--- src/rtl/dbs_pkg.sv ---
package dbs_pkg;
  typedef enum logic {PH_LOW = 1'b0, PH_HIGH = 1'b1} phase_e;
endpackage

--- src/rtl/dbs_clkgen.sv ---
module dbs_clkgen
  import dbs_pkg::*;
#(
  parameter int DIV_W = 8
) (
  input  logic             clk,
  input  logic             rst_n,
  input  logic             restart_i,
  input  logic             run_i,
  input  logic [DIV_W-1:0] half_div_i,
  output logic             tck_o,
  output logic             rise_o,
  output logic             fall_o
);
  logic [DIV_W-1:0] half_q;
  logic [DIV_W-1:0] cnt_q;
  phase_e           ph_q;
  logic             tick;

  assign tick   = run_i && !restart_i && (cnt_q == half_q - DIV_W'(1));
  assign rise_o = tick && (ph_q == PH_LOW);
  assign fall_o = tick && (ph_q == PH_HIGH);
  assign tck_o  = (ph_q == PH_HIGH);

  always_ff @(posedge clk or negedge rst_n) begin
    if (!rst_n) begin
      half_q <= DIV_W'(1);
      cnt_q  <= '0;
      ph_q   <= PH_LOW;
    end else if (restart_i) begin
      half_q <= (half_div_i == '0) ? DIV_W'(1) : half_div_i;
      cnt_q  <= '0;
      ph_q   <= PH_LOW;
    end else if (!run_i) begin
      cnt_q <= '0;
      ph_q  <= PH_LOW;
    end else if (tick) begin
      cnt_q <= '0;
      ph_q  <= (ph_q == PH_LOW) ? PH_HIGH : PH_LOW;
    end else begin
      cnt_q <= cnt_q + DIV_W'(1);
    end
  end

  // the half-period counter never passes the programmed limit
  p_cnt_bound_r7: assert property (@(posedge clk) disable iff (!rst_n)
    cnt_q < half_q);
  // the clock goes low and stays low once the run is over
  p_idle_low_r8: assert property (@(posedge clk) disable iff (!rst_n)
    (!run_i && !restart_i) |=> !tck_o);
  // the divider is never zero
  p_half_nonzero_r7: assert property (@(posedge clk) disable iff (!rst_n)
    half_q != '0);
endmodule

--- src/rtl/dbs_bitseq.sv ---
module dbs_bitseq #(
  parameter int WORD_W = 32,
  localparam int LEN_W = $clog2(WORD_W)
) (
  input  logic              clk,
  input  logic              rst_n,
  input  logic              start_i,
  input  logic [LEN_W-1:0]  len_i,
  input  logic [WORD_W-1:0] tms_word_i,
  input  logic [WORD_W-1:0] tdi_word_i,
  input  logic              fall_i,
  output logic              accept_o,
  output logic              busy_o,
  output logic              done_o,
  output logic [LEN_W-1:0]  idx_o,
  output logic [LEN_W-1:0]  len_o,
  output logic              tms_o,
  output logic              tdi_o
);
  logic              busy_q, done_q;
  logic [LEN_W-1:0]  idx_q, len_q;
  logic [WORD_W-1:0] tms_sh, tdi_sh;
  logic              last_bit;

  assign accept_o = start_i && !busy_q;
  assign last_bit = (idx_q == len_q);

  always_ff @(posedge clk or negedge rst_n) begin
    if (!rst_n) begin
      busy_q <= 1'b0;
      done_q <= 1'b0;
      idx_q  <= '0;
      len_q  <= '0;
      tms_sh <= '0;
      tdi_sh <= '0;
    end else if (accept_o) begin
      busy_q <= 1'b1;
      done_q <= 1'b0;
      idx_q  <= '0;
      len_q  <= len_i;
      tms_sh <= tms_word_i;
      tdi_sh <= tdi_word_i;
    end else if (busy_q && fall_i) begin
      if (last_bit) begin
        busy_q <= 1'b0;
        done_q <= 1'b1;
      end else begin
        idx_q  <= idx_q + LEN_W'(1);
        tms_sh <= {1'b0, tms_sh[WORD_W-1:1]};
        tdi_sh <= {1'b0, tdi_sh[WORD_W-1:1]};
      end
    end
  end

  assign busy_o = busy_q;
  assign done_o = done_q;
  assign idx_o  = idx_q;
  assign len_o  = len_q;
  assign tms_o  = tms_sh[0];
  assign tdi_o  = tdi_sh[0];

  // done and busy are never both set
  p_done_busy_excl_r10: assert property (@(posedge clk) disable iff (!rst_n)
    !(busy_q && done_q));
  // done holds until a start arrives
  p_done_hold_r10: assert property (@(posedge clk) disable iff (!rst_n)
    (done_q && !start_i) |=> done_q);
  // a start while busy leaves the captured length alone
  p_start_ignored_r9: assert property (@(posedge clk) disable iff (!rst_n)
    (start_i && busy_q) |=> $stable(len_q));
  // the serial outputs move only on a falling debug edge or a start
  p_out_stable_r3: assert property (@(posedge clk) disable iff (!rst_n)
    (!fall_i && !accept_o) |=> ($stable(tms_o) && $stable(tdi_o)));
  // the bit index never passes the programmed length
  p_idx_bound_r6: assert property (@(posedge clk) disable iff (!rst_n)
    busy_q |-> (idx_q <= len_q));
endmodule

--- src/rtl/dbs_capture.sv ---
module dbs_capture #(
  parameter int WORD_W = 32,
  localparam int LEN_W = $clog2(WORD_W)
) (
  input  logic              clk,
  input  logic              rst_n,
  input  logic              clear_i,
  input  logic              rise_i,
  input  logic [LEN_W-1:0]  idx_i,
  input  logic [LEN_W-1:0]  len_i,
  input  logic              done_i,
  input  logic              tdo_i,
  output logic [WORD_W-1:0] word_o
);
  logic [WORD_W-1:0] cap_q;
  logic [WORD_W-1:0] upper;

  for (genvar k = 0; k < WORD_W; k++) begin : g_bit
    always_ff @(posedge clk or negedge rst_n) begin
      if (!rst_n)                                    cap_q[k] <= 1'b0;
      else if (clear_i)                              cap_q[k] <= 1'b0;
      else if (rise_i && (idx_i == LEN_W'(k)))       cap_q[k] <= tdo_i;
    end
    assign upper[k] = (LEN_W'(k) > len_i);
  end

  assign word_o = cap_q;

  // nothing above the programmed length is ever captured
  p_upper_zero_r5: assert property (@(posedge clk) disable iff (!rst_n)
    done_i |-> ((cap_q & upper) == '0));
  // the result is frozen while no operation runs
  p_result_hold_r10: assert property (@(posedge clk) disable iff (!rst_n)
    (done_i && !clear_i) |=> $stable(cap_q));
endmodule

--- src/rtl/dbs_shifter.sv ---
module dbs_shifter #(
  parameter int WORD_W = 32,
  parameter int DIV_W  = 8,
  localparam int LEN_W = $clog2(WORD_W)
) (
  input  logic              clk,
  input  logic              rst_n,
  input  logic              start_i,
  input  logic [LEN_W-1:0]  len_i,
  input  logic [DIV_W-1:0]  half_div_i,
  input  logic [WORD_W-1:0] tms_word_i,
  input  logic [WORD_W-1:0] tdi_word_i,
  output logic [WORD_W-1:0] tdo_word_o,
  output logic              busy_o,
  output logic              done_o,
  output logic              tck_o,
  output logic              tms_o,
  output logic              tdi_o,
  input  logic              tdo_i
);
  logic             accept, rise, fall, busy, done;
  logic [LEN_W-1:0] idx, len_q;

  dbs_bitseq #(.WORD_W(WORD_W)) u_seq (
    .clk(clk), .rst_n(rst_n), .start_i(start_i), .len_i(len_i),
    .tms_word_i(tms_word_i), .tdi_word_i(tdi_word_i), .fall_i(fall),
    .accept_o(accept), .busy_o(busy), .done_o(done), .idx_o(idx),
    .len_o(len_q), .tms_o(tms_o), .tdi_o(tdi_o)
  );

  dbs_clkgen #(.DIV_W(DIV_W)) u_clk (
    .clk(clk), .rst_n(rst_n), .restart_i(accept), .run_i(busy),
    .half_div_i(half_div_i), .tck_o(tck_o), .rise_o(rise), .fall_o(fall)
  );

  dbs_capture #(.WORD_W(WORD_W)) u_cap (
    .clk(clk), .rst_n(rst_n), .clear_i(accept), .rise_i(rise), .idx_i(idx),
    .len_i(len_q), .done_i(done), .tdo_i(tdo_i), .word_o(tdo_word_o)
  );

  assign busy_o = busy;
  assign done_o = done;

  // the debug clock is low whenever the block is idle
  p_idle_clock_r8: assert property (@(posedge clk) disable iff (!rst_n)
    !busy |-> !tck_o);
  // a capture only happens during a running operation
  p_rise_busy_r4: assert property (@(posedge clk) disable iff (!rst_n)
    rise |-> busy);
endmodule

--- config.mk ---
export PLATFORM = sky130hd
export DESIGN_NAME = dbs_shifter
export DESIGN_NICKNAME = d
export VERILOG_FILES = /design/src/rtl/dbs_pkg.sv /design/src/rtl/dbs_clkgen.sv /design/src/rtl/dbs_bitseq.sv /design/src/rtl/dbs_capture.sv /design/src/rtl/dbs_shifter.sv
export SDC_FILE = /design/constraint.sdc
export NUM_CORES = 1
export LEC_CHECK = 0
export ABC_AREA = 1
export BUFFER_PORTS_ARGS = -buffer_cell sky130_fd_sc_hd__buf_2
export CORE_ASPECT_RATIO = 1.75
export CORE_MARGIN = 4
export CORE_UTILIZATION = 50
export DETAILED_ROUTE_END_ITERATION = 8
export GPL_TIMING_DRIVEN = 0
export PLACE_DENSITY = 0.76
export SLEW_MARGIN = 20
export SYNTH_ARGS = -nofsm -noshare
export SYNTH_HDL_FRONTEND = slang
export SYNTH_SLANG_ARGS = --single-unit
--- constraint.sdc ---
create_clock -name clk -period 3.3 [get_ports clk]
set_clock_uncertainty 0.15 [all_clocks]
set_input_delay 0.33 -clock clk [delete_from_list [all_inputs] [get_ports clk]]
set_output_delay 0.33 -clock clk [all_outputs]
set_load 0.01 [all_outputs]
==> impl_metrics.py, run 1 <==
metrics = {
    "finish": {
        "drive_above_1_share_pct": 14.6,
        "design_area_um2": 8720,
        "n_antenna_cell": 0,
        "syn_to_final_growth_pct": 22.3,
        "nNetsFinal": 1276,
        "fin_cells": 1376,
        "nFillCells": 1291,
    },
    "cts": {
        "h-tree-depth": 4,
        "clk_pin_slew_ns": 0.06,
        "ctsResizeCount": 0,
        "ctsLongestPathBuffers": 2,
        "cts_root_buf": "clkbuf_16",
        "post_cts_buffers": 0,
        "cts_tree": "done",
        "numCtsBuffers": 17,
        "worstSkewPairLatency_ns": 0.42,
        "cts_hold_buf": 9,
        "cts_sinks": 125,
    },
    "sta": {
        "final.min_clock_period_ns": 2.84,
        "max_freq_mhz": 353,
        "fin_crit_sh_pct": 85.9,
        "setup_viol": 0,
        "relSlewSlack_pct": 58.2,
        "finalMaxSlewViolations": 0,
        "hold_viol": 0,
        "rsz0062_at_grt": "no",
        "setup_tns_ns": 0,
        "tightest_slew_ns": 0.628,
    },
    "global_route": {
        "grt_first_pass_wirelength_um": 32900,
        "grt_pass1_vias": 7108,
        "grt_max_degree": 64,
        "grt_overflow": 0,
        "grt_antenna_before_repair": 0,
        "grt_util_all_layers_pct": 24.6,
    },
    "flow_run": {
        "drv_cap": 0,
    },
    "floorplan": {
        "ioPinCount": 118,
        "dieArea_um2": 16300,
        "initial_core_util_pct": 51.3,
        "fp.dieW_um": 98.3,
        "rows": 57,
        "core_area_um2": 13900,
        "die_y_um": 166,
    },
    "hold_path": {
        "hold_class": "in -> reg",
        "whs_endpoint": "u_clk.half_q[0]",
        "hold_depth": 3,
        "hp-start": "half_div_i[0]",
    },
    "worst_setup_path": {
        "end_kind": "flop",
        "worstSetupStartpointType": "flop",
        "slowest_stage": "dfstp_2",
        "r2r_cells": 16,
        "cp_cell_sequence": "inv_1 -> ha_1 -> inv_1 -> nand2_1 -> nand3_1 -> nand2_1 -> inv_1 -> nand2_1 -> nor2_1 -> nand2_1 -> nor2_1 -> clkbuf_1 -> nand4_1 -> nand2_1 -> nand2_1 -> inv_1",
        "rr_startpoint": "u_clk.half_q[0]",
        "cp_common_cell": "nand2_1",
        "worstPathMaxFanout": 10,
        "path_class": "reg -> reg",
        "cpPeakStageDelay_ns": 0.56,
        "cp.required_ns": 3.51,
        "r2r_end": "u_cap.word_o[25]",
        "crit_arrival_ns": 3.04,
        "rrSetupSlack_ns": 0.46,
    },
    "drt": {
        "drt-initial-drc-count": 337,
        "drtPass1Iterations": 5,
        "via_per_inst": 5.18,
        "drc": 0,
        "ant_nets": 0,
        "totalWireLength_um": 19400,
        "wire_per_inst_um": 14.1,
        "vias": 7130,
    },
    "logic_synthesis": {
        "synth.distinct_cells": 26,
        "syn_area_um2": 7130,
        "async_reset_ff_share_pct": 100,
        "synthFlopType": "dfrtp_1",
        "yosysMostFrequentCell": "nand2_1",
        "synth-edff-count": 0,
        "yosys_warnings": 0,
        "synth_top_area_share_pct": 43.5,
        "synth.area.top_cells": "dfrtp_1 (44%), nand2_1 (26%), nand3_1 (6.9%), nand4_1 (5.6%), inv_1 (3.5%)",
        "synth_top_area_cell": "dfrtp_1",
        "netlist_instances": 1041,
        "synth-seq-area-share_pct": 43.9,
        "synth_nets": 1130,
        "synth_area_per_cell_um2": 6.85,
        "synth_common_cells": "nand2_1 (503), dfrtp_1 (124), nand3_1 (99)",
        "ys_seq_elements": 125,
    },
    "power_and_ir_drop": {
        "peakVddDrop_mv": 0.295,
        "pwr-share-clk_pct": 56.0,
        "power_frac_seq_pct": 41.1,
        "comb_power_share_pct": 2.9,
        "p_sw_uw": 789,
        "leakage_nw": 4.79,
        "p_total_mw": 3.73,
        "power_density_nw_per_um2": 428,
        "intPower_mw": 2.94,
        "swShare_pct": 21.1,
    },
    "placement": {
        "place_congestion": 0.901,
        "placed_area_um2": 7970,
        "dp_hpwl_um": 14200,
        "buffer_ports.inserted": 117,
        "dp.cells": 1336,
    },
    "outcome": {
        "status": "completed",
    },
}
==> power by group through the flow <==
stage / sequential [mW] / combinational, mW / clock, mW
after detailed placement: 1.56 / 0.100 / 0
after global routing: 1.53 / 0.120 / 2.18
final: 1.54 / 0.107 / 2.09
after floorplan: 1.56 / 0.00856 / 0
after global placement: 1.56 / 0.0943 / 0
after CTS: 1.54 / 0.109 / 2.11
==> metrics by stage <==
stage / util (%) / setup slack [ns] / hold slack (ns)
2_1_floorplan: - / 0.967 / -0.116
3_3_place_gp: 57.1 / 0.0578 / 0.332
3_5_place_dp: 57.3 / 0.520 / 0.154
4_1_cts: 62.7 / 0.505 / 0.0299
5_1_grt: 62.7 / 0.142 / 0.0413
6_report: 62.7 / 0.464 / 0.0287
==> worst max-delay path by stage <==
stage / from / end / cells past startpoint
floorplan: u_clk.half_q[0] / u_seq.idx_o[3] / 12
global placement: rst_n / u_seq.tdi_sh[12] / 1
detailed placement: u_clk.half_q[0] / u_cap.word_o[25] / 16
CTS: u_clk.half_q[0] / u_cap.word_o[25] / 16
global route: u_clk.half_q[0] / u_cap.word_o[23] / 16
finish: u_clk.half_q[0] / u_cap.word_o[25] / 16
==> cell type report <==
class | count | area [um^2] | area share (%)
multi-input cells | 780 | 3430 | 39.4
clock inverters | 13 | 213 | 2.44
inverters | 70 | 263 | 3.01
flip-flops and latches | 125 | 3130 | 35.9
repair buffers | 127 | 713 | 8.18
plain buffers | 66 | 307 | 3.52
clock buffers | 18 | 439 | 5.04
well taps | 177 | 221 | 2.54
==> layer usage <==
metal / vias to the layer above / GRT usage, % / part of all wire, %
met5: - / 0 / 0
met4: 0 / 10.5 / 3.7
met3: 49 / 4.83 / 5.0
met2: 228 / 43.9 / 52
met1: 3282 / 28.3 / 39
li1: 3571 / - / -
==> critical path, delay by kind of cell (launching register included) <==
family / cells / cell delay [ns]
adder cells (fa/ha/maj): 1 / 0.31
flip-flops: 1 / 0.56
buffers and inverters: 5 / 0.70
AND/OR/NAND/NOR: 10 / 1.05
==> cell families after synthesis <==
logic type | after synthesis | synth area share, %
fa+ha+maj | 8 | 1.40
compound gates | 13 | 0.913
buf+inv | 136 | 7.99
flops | 125 | 43.9
simple gates | 748 | 44.5
xor+xnor | 11 | 1.35
==> sequential cells by signal, indices dropped and copies added, names as in the netlist <==
name          flops
u_seq.idx_o       5
u_seq.tdi_sh     32
u_seq.busy_o      1
u_cap.word_o     32
u_clk.tck_o       1
u_clk.cnt_q       8
u_seq.done_o      1
u_seq.len_o       5
u_clk.half_q      8
u_seq.tms_sh     32
==> cell usage in the layout (no fill, tap or decap), types with 4 or more instances in the layout <==
cell,synthesis,routed
buf_2,5,121
dfrtp_1,124,124
nor2_1,65,65
inv_1,66,66
o21ai_0,9,9
buf_6,7,7
nand4_1,64,64
a21oi_1,4,4
xor2_1,9,9
buf_1,6,6
bufinv_16,0,5
ha_1,8,8
dlygate4sd3_1,0,9
nand2_1,503,503
nand3_1,99,99
clkbuf_16,0,17
clkbuf_1,48,48
nor3_1,4,4
Note: power is estimated with default switching activity, not from simulation.
==> run 2: changes to the inputs <==
- ABC_AREA: 1 -> 0
- PLACE_DENSITY: 0.76 -> 0.77
==> impl_metrics.py, run 2 <==
metrics = {
    "outcome": {
        "status": "completed",
    },
    "finish": {
        "fin_cells": 864,
        "design_area_um2": 7550,
        "syn_to_final_growth_pct": 25.8,
        "n_antenna_cell": 0,
        "drive_above_1_share_pct": 23.6,
        "nNetsFinal": 805,
        "nFillCells": 905,
        "layout_commonest_cell": "buf_2",
        "final_cell_mix": "buf_2 (128), dfrtp_1 (124), nand2_1 (71)",
        "final_core_util_pct": 64.8,
    },
    "global_route": {
        "grt_antenna_before_repair": 0,
        "grt_util_all_layers_pct": 22.5,
        "met1_usage_pct": 24.8,
        "grt_first_pass_wirelength_um": 25300,
        "grt_pass1_vias": 5286,
        "top_usage_layer": "met2",
        "grt_util_met3_pct": 5.85,
        "grt_use_met2_pct": 40.5,
        "grt_overflow": 0,
        "grt_max_degree": 73,
    },
    "sta": {
        "setup_ws_ns": 0.176,
        "fin_crit_sh_pct": 94.7,
        "setup_viol": 0,
        "relSlewSlack_pct": 60.4,
        "max_freq_mhz": 320,
        "final.min_clock_period_ns": 3.12,
        "tightest_slew_ns": 0.594,
        "whs_ns": 0.0112,
        "finalMaxSlewViolations": 0,
        "rsz0062_at_grt": "no",
        "setup_tns_ns": 0,
        "hold_viol": 0,
    },
    "worst_setup_path": {
        "cp-startpoint": "u_clk.half_q[0]",
        "r2r_cells": 11,
        "worstSetupStartpointType": "flop",
        "worstPathMaxFanout": 10,
        "crit_arrival_ns": 3.32,
        "end_kind": "flop",
        "rrSetupSlack_ns": 0.18,
        "path_class": "reg -> reg",
        "r2r_end": "u_seq.tdi_sh[21]",
        "cp.required_ns": 3.50,
        "rr_startpoint": "u_clk.half_q[0]",
    },
    "drt": {
        "wire_per_inst_um": 17.7,
        "via_per_inst": 5.80,
        "drc": 0,
        "drt-initial-drc-count": 231,
        "ant_nets": 0,
        "drtPass1Iterations": 7,
        "vias": 5010,
        "totalWireLength_um": 15300,
    },
    "logic_synthesis": {
        "yosys_warnings": 0,
        "netlist_instances": 566,
        "synth.distinct_cells": 43,
        "async_reset_ff_share_pct": 100,
        "synth-edff-count": 0,
        "ys_seq_elements": 125,
        "synth_nets": 655,
        "synth_area_per_cell_um2": 10.6,
        "synth.area.top_cells": "dfrtp_1 (52%), a221o_1 (10%), and2_1 (6.3%), nand2_1 (4.5%), mux2i_1 (3.8%)",
        "synth_top_area_cell": "dfrtp_1",
        "synth_top_area_share_pct": 51.7,
        "synthFlopType": "dfrtp_1",
        "synth-seq-area-share_pct": 52.1,
        "syn_area_um2": 6000,
        "synth_common_cells": "dfrtp_1 (124), nand2_1 (72), a221o_1 (61)",
        "yosysMostFrequentCell": "dfrtp_1",
    },
    "floorplan": {
        "dieArea_um2": 13900,
        "initial_core_util_pct": 51.6,
        "rows": 52,
        "core_area_um2": 11600,
        "fp.dieW_um": 90.8,
        "die_y_um": 153,
        "ioPinCount": 118,
    },
    "flow_run": {
        "drv_cap": 0,
    },
    "placement": {
        "buffer_ports.inserted": 117,
        "dp_hpwl_um": 11200,
        "pre_cts_ws_ns": 0.245,
        "placed_area_um2": 6790,
        "dp.cells": 819,
        "place_congestion": 0.969,
    },
    "cts": {
        "cts_sinks": 125,
        "h-tree-depth": 4,
        "post_cts_buffers": 0,
        "clk_pin_slew_ns": 0.06,
        "numCtsBuffers": 17,
        "worstSkewPairLatency_ns": 0.42,
        "ctsLongestPathBuffers": 2,
        "cts_tree": "done",
        "cts_root_buf": "clkbuf_16",
    },
    "hold_path": {
        "hold_depth": 3,
        "whs_endpoint": "u_clk.half_q[7]",
        "hp-start": "half_div_i[7]",
        "hold_class": "in -> reg",
    },
    "power_and_ir_drop": {
        "peakVddDrop_mv": 0.387,
        "p_total_mw": 5.69,
        "power_density_nw_per_um2": 754,
        "leakage_nw": 3.67,
    },
}
## run 2: changes by cell type after synthesis, sizes merged, moves of 55 or more
cell   delta
a221o    +61
and2     +63
inv      -59
nand2   -433
nand3    -80
nand4    -55
## run 2: how the worst max path moves through the flow
| stage | end |
|---|---|
| floorplan | u_cap.word_o[11] |
| global placement | u_seq.tms_sh[6] |
| detailed placement | u_seq.tdi_sh[29] |
| CTS | u_seq.tdi_sh[21] |
| global route | u_seq.tdi_sh[30] |
| finish | u_seq.tdi_sh[21] |
## run 2: cells by family (layout without fill, tap and decap cells)
group | after synthesis | count (layout) | synth area share [%]
simple gates | 229 | 229 | 19.7
flops | 125 | 125 | 52.1
compound gates | 104 | 104 | 15.9
buf+inv | 56 | 219 | 3.75
mux | 23 | 23 | 3.83
xor+xnor | 21 | 21 | 3.06
fa+ha+maj | 8 | 8 | 1.67
## run 2: layout make-up
class / instances / area (um^2) / share of cell area, %
inverters: 10 / 37.5 / 0.497
flip-flops and latches: 125 / 3130 / 41.4
clock buffers: 20 / 467 / 6.18
plain buffers: 46 / 188 / 2.49
multi-input cells: 385 / 2650 / 35.1
clock inverters: 12 / 160 / 2.12
well taps: 135 / 169 / 2.24
repair buffers: 131 / 749 / 9.92
## run 2: critical path, stage by stage, from the launching register on
cell,delay (ns)
dfstp_2,0.55
inv_1,0.06
ha_1,0.30
xor2_1,0.15
nand3_1,0.11
a211oi_2,0.45
and2_1,0.19
buf_2,0.19
and3_1,0.18
buf_2,0.22
buf_2,0.30
a221o_1,0.20
## run 2: what timing repair did
| action | 4_1_cts | 5_1_grt |
|---|---|---|
| gates resized for setup | 0 | 1 |
| endpoints found under the setup margin | 0 | 1 |
| hold endpoints to repair | 64 | 0 |
| hold buffers | 13 | 0 |
## run 2: report_power, final
part / total [mW] / internal, mW / leakage, nW / switching, mW
Combinational: 1.35 / 0.639 / 1.78 / 0.711
Clock: 1.96 / 1.25 / 0.295 / 0.706
Sequential: 2.38 / 2.02 / 1.60 / 0.359
Total: 5.69 / 3.92 / 3.67 / 1.78
## run 2: layer usage
metal	vias to the layer above	wire (um)
li1	2356	-
met1	2455	5980
met2	167	8150
met3	32	798
met4	0	398
met5	-	0
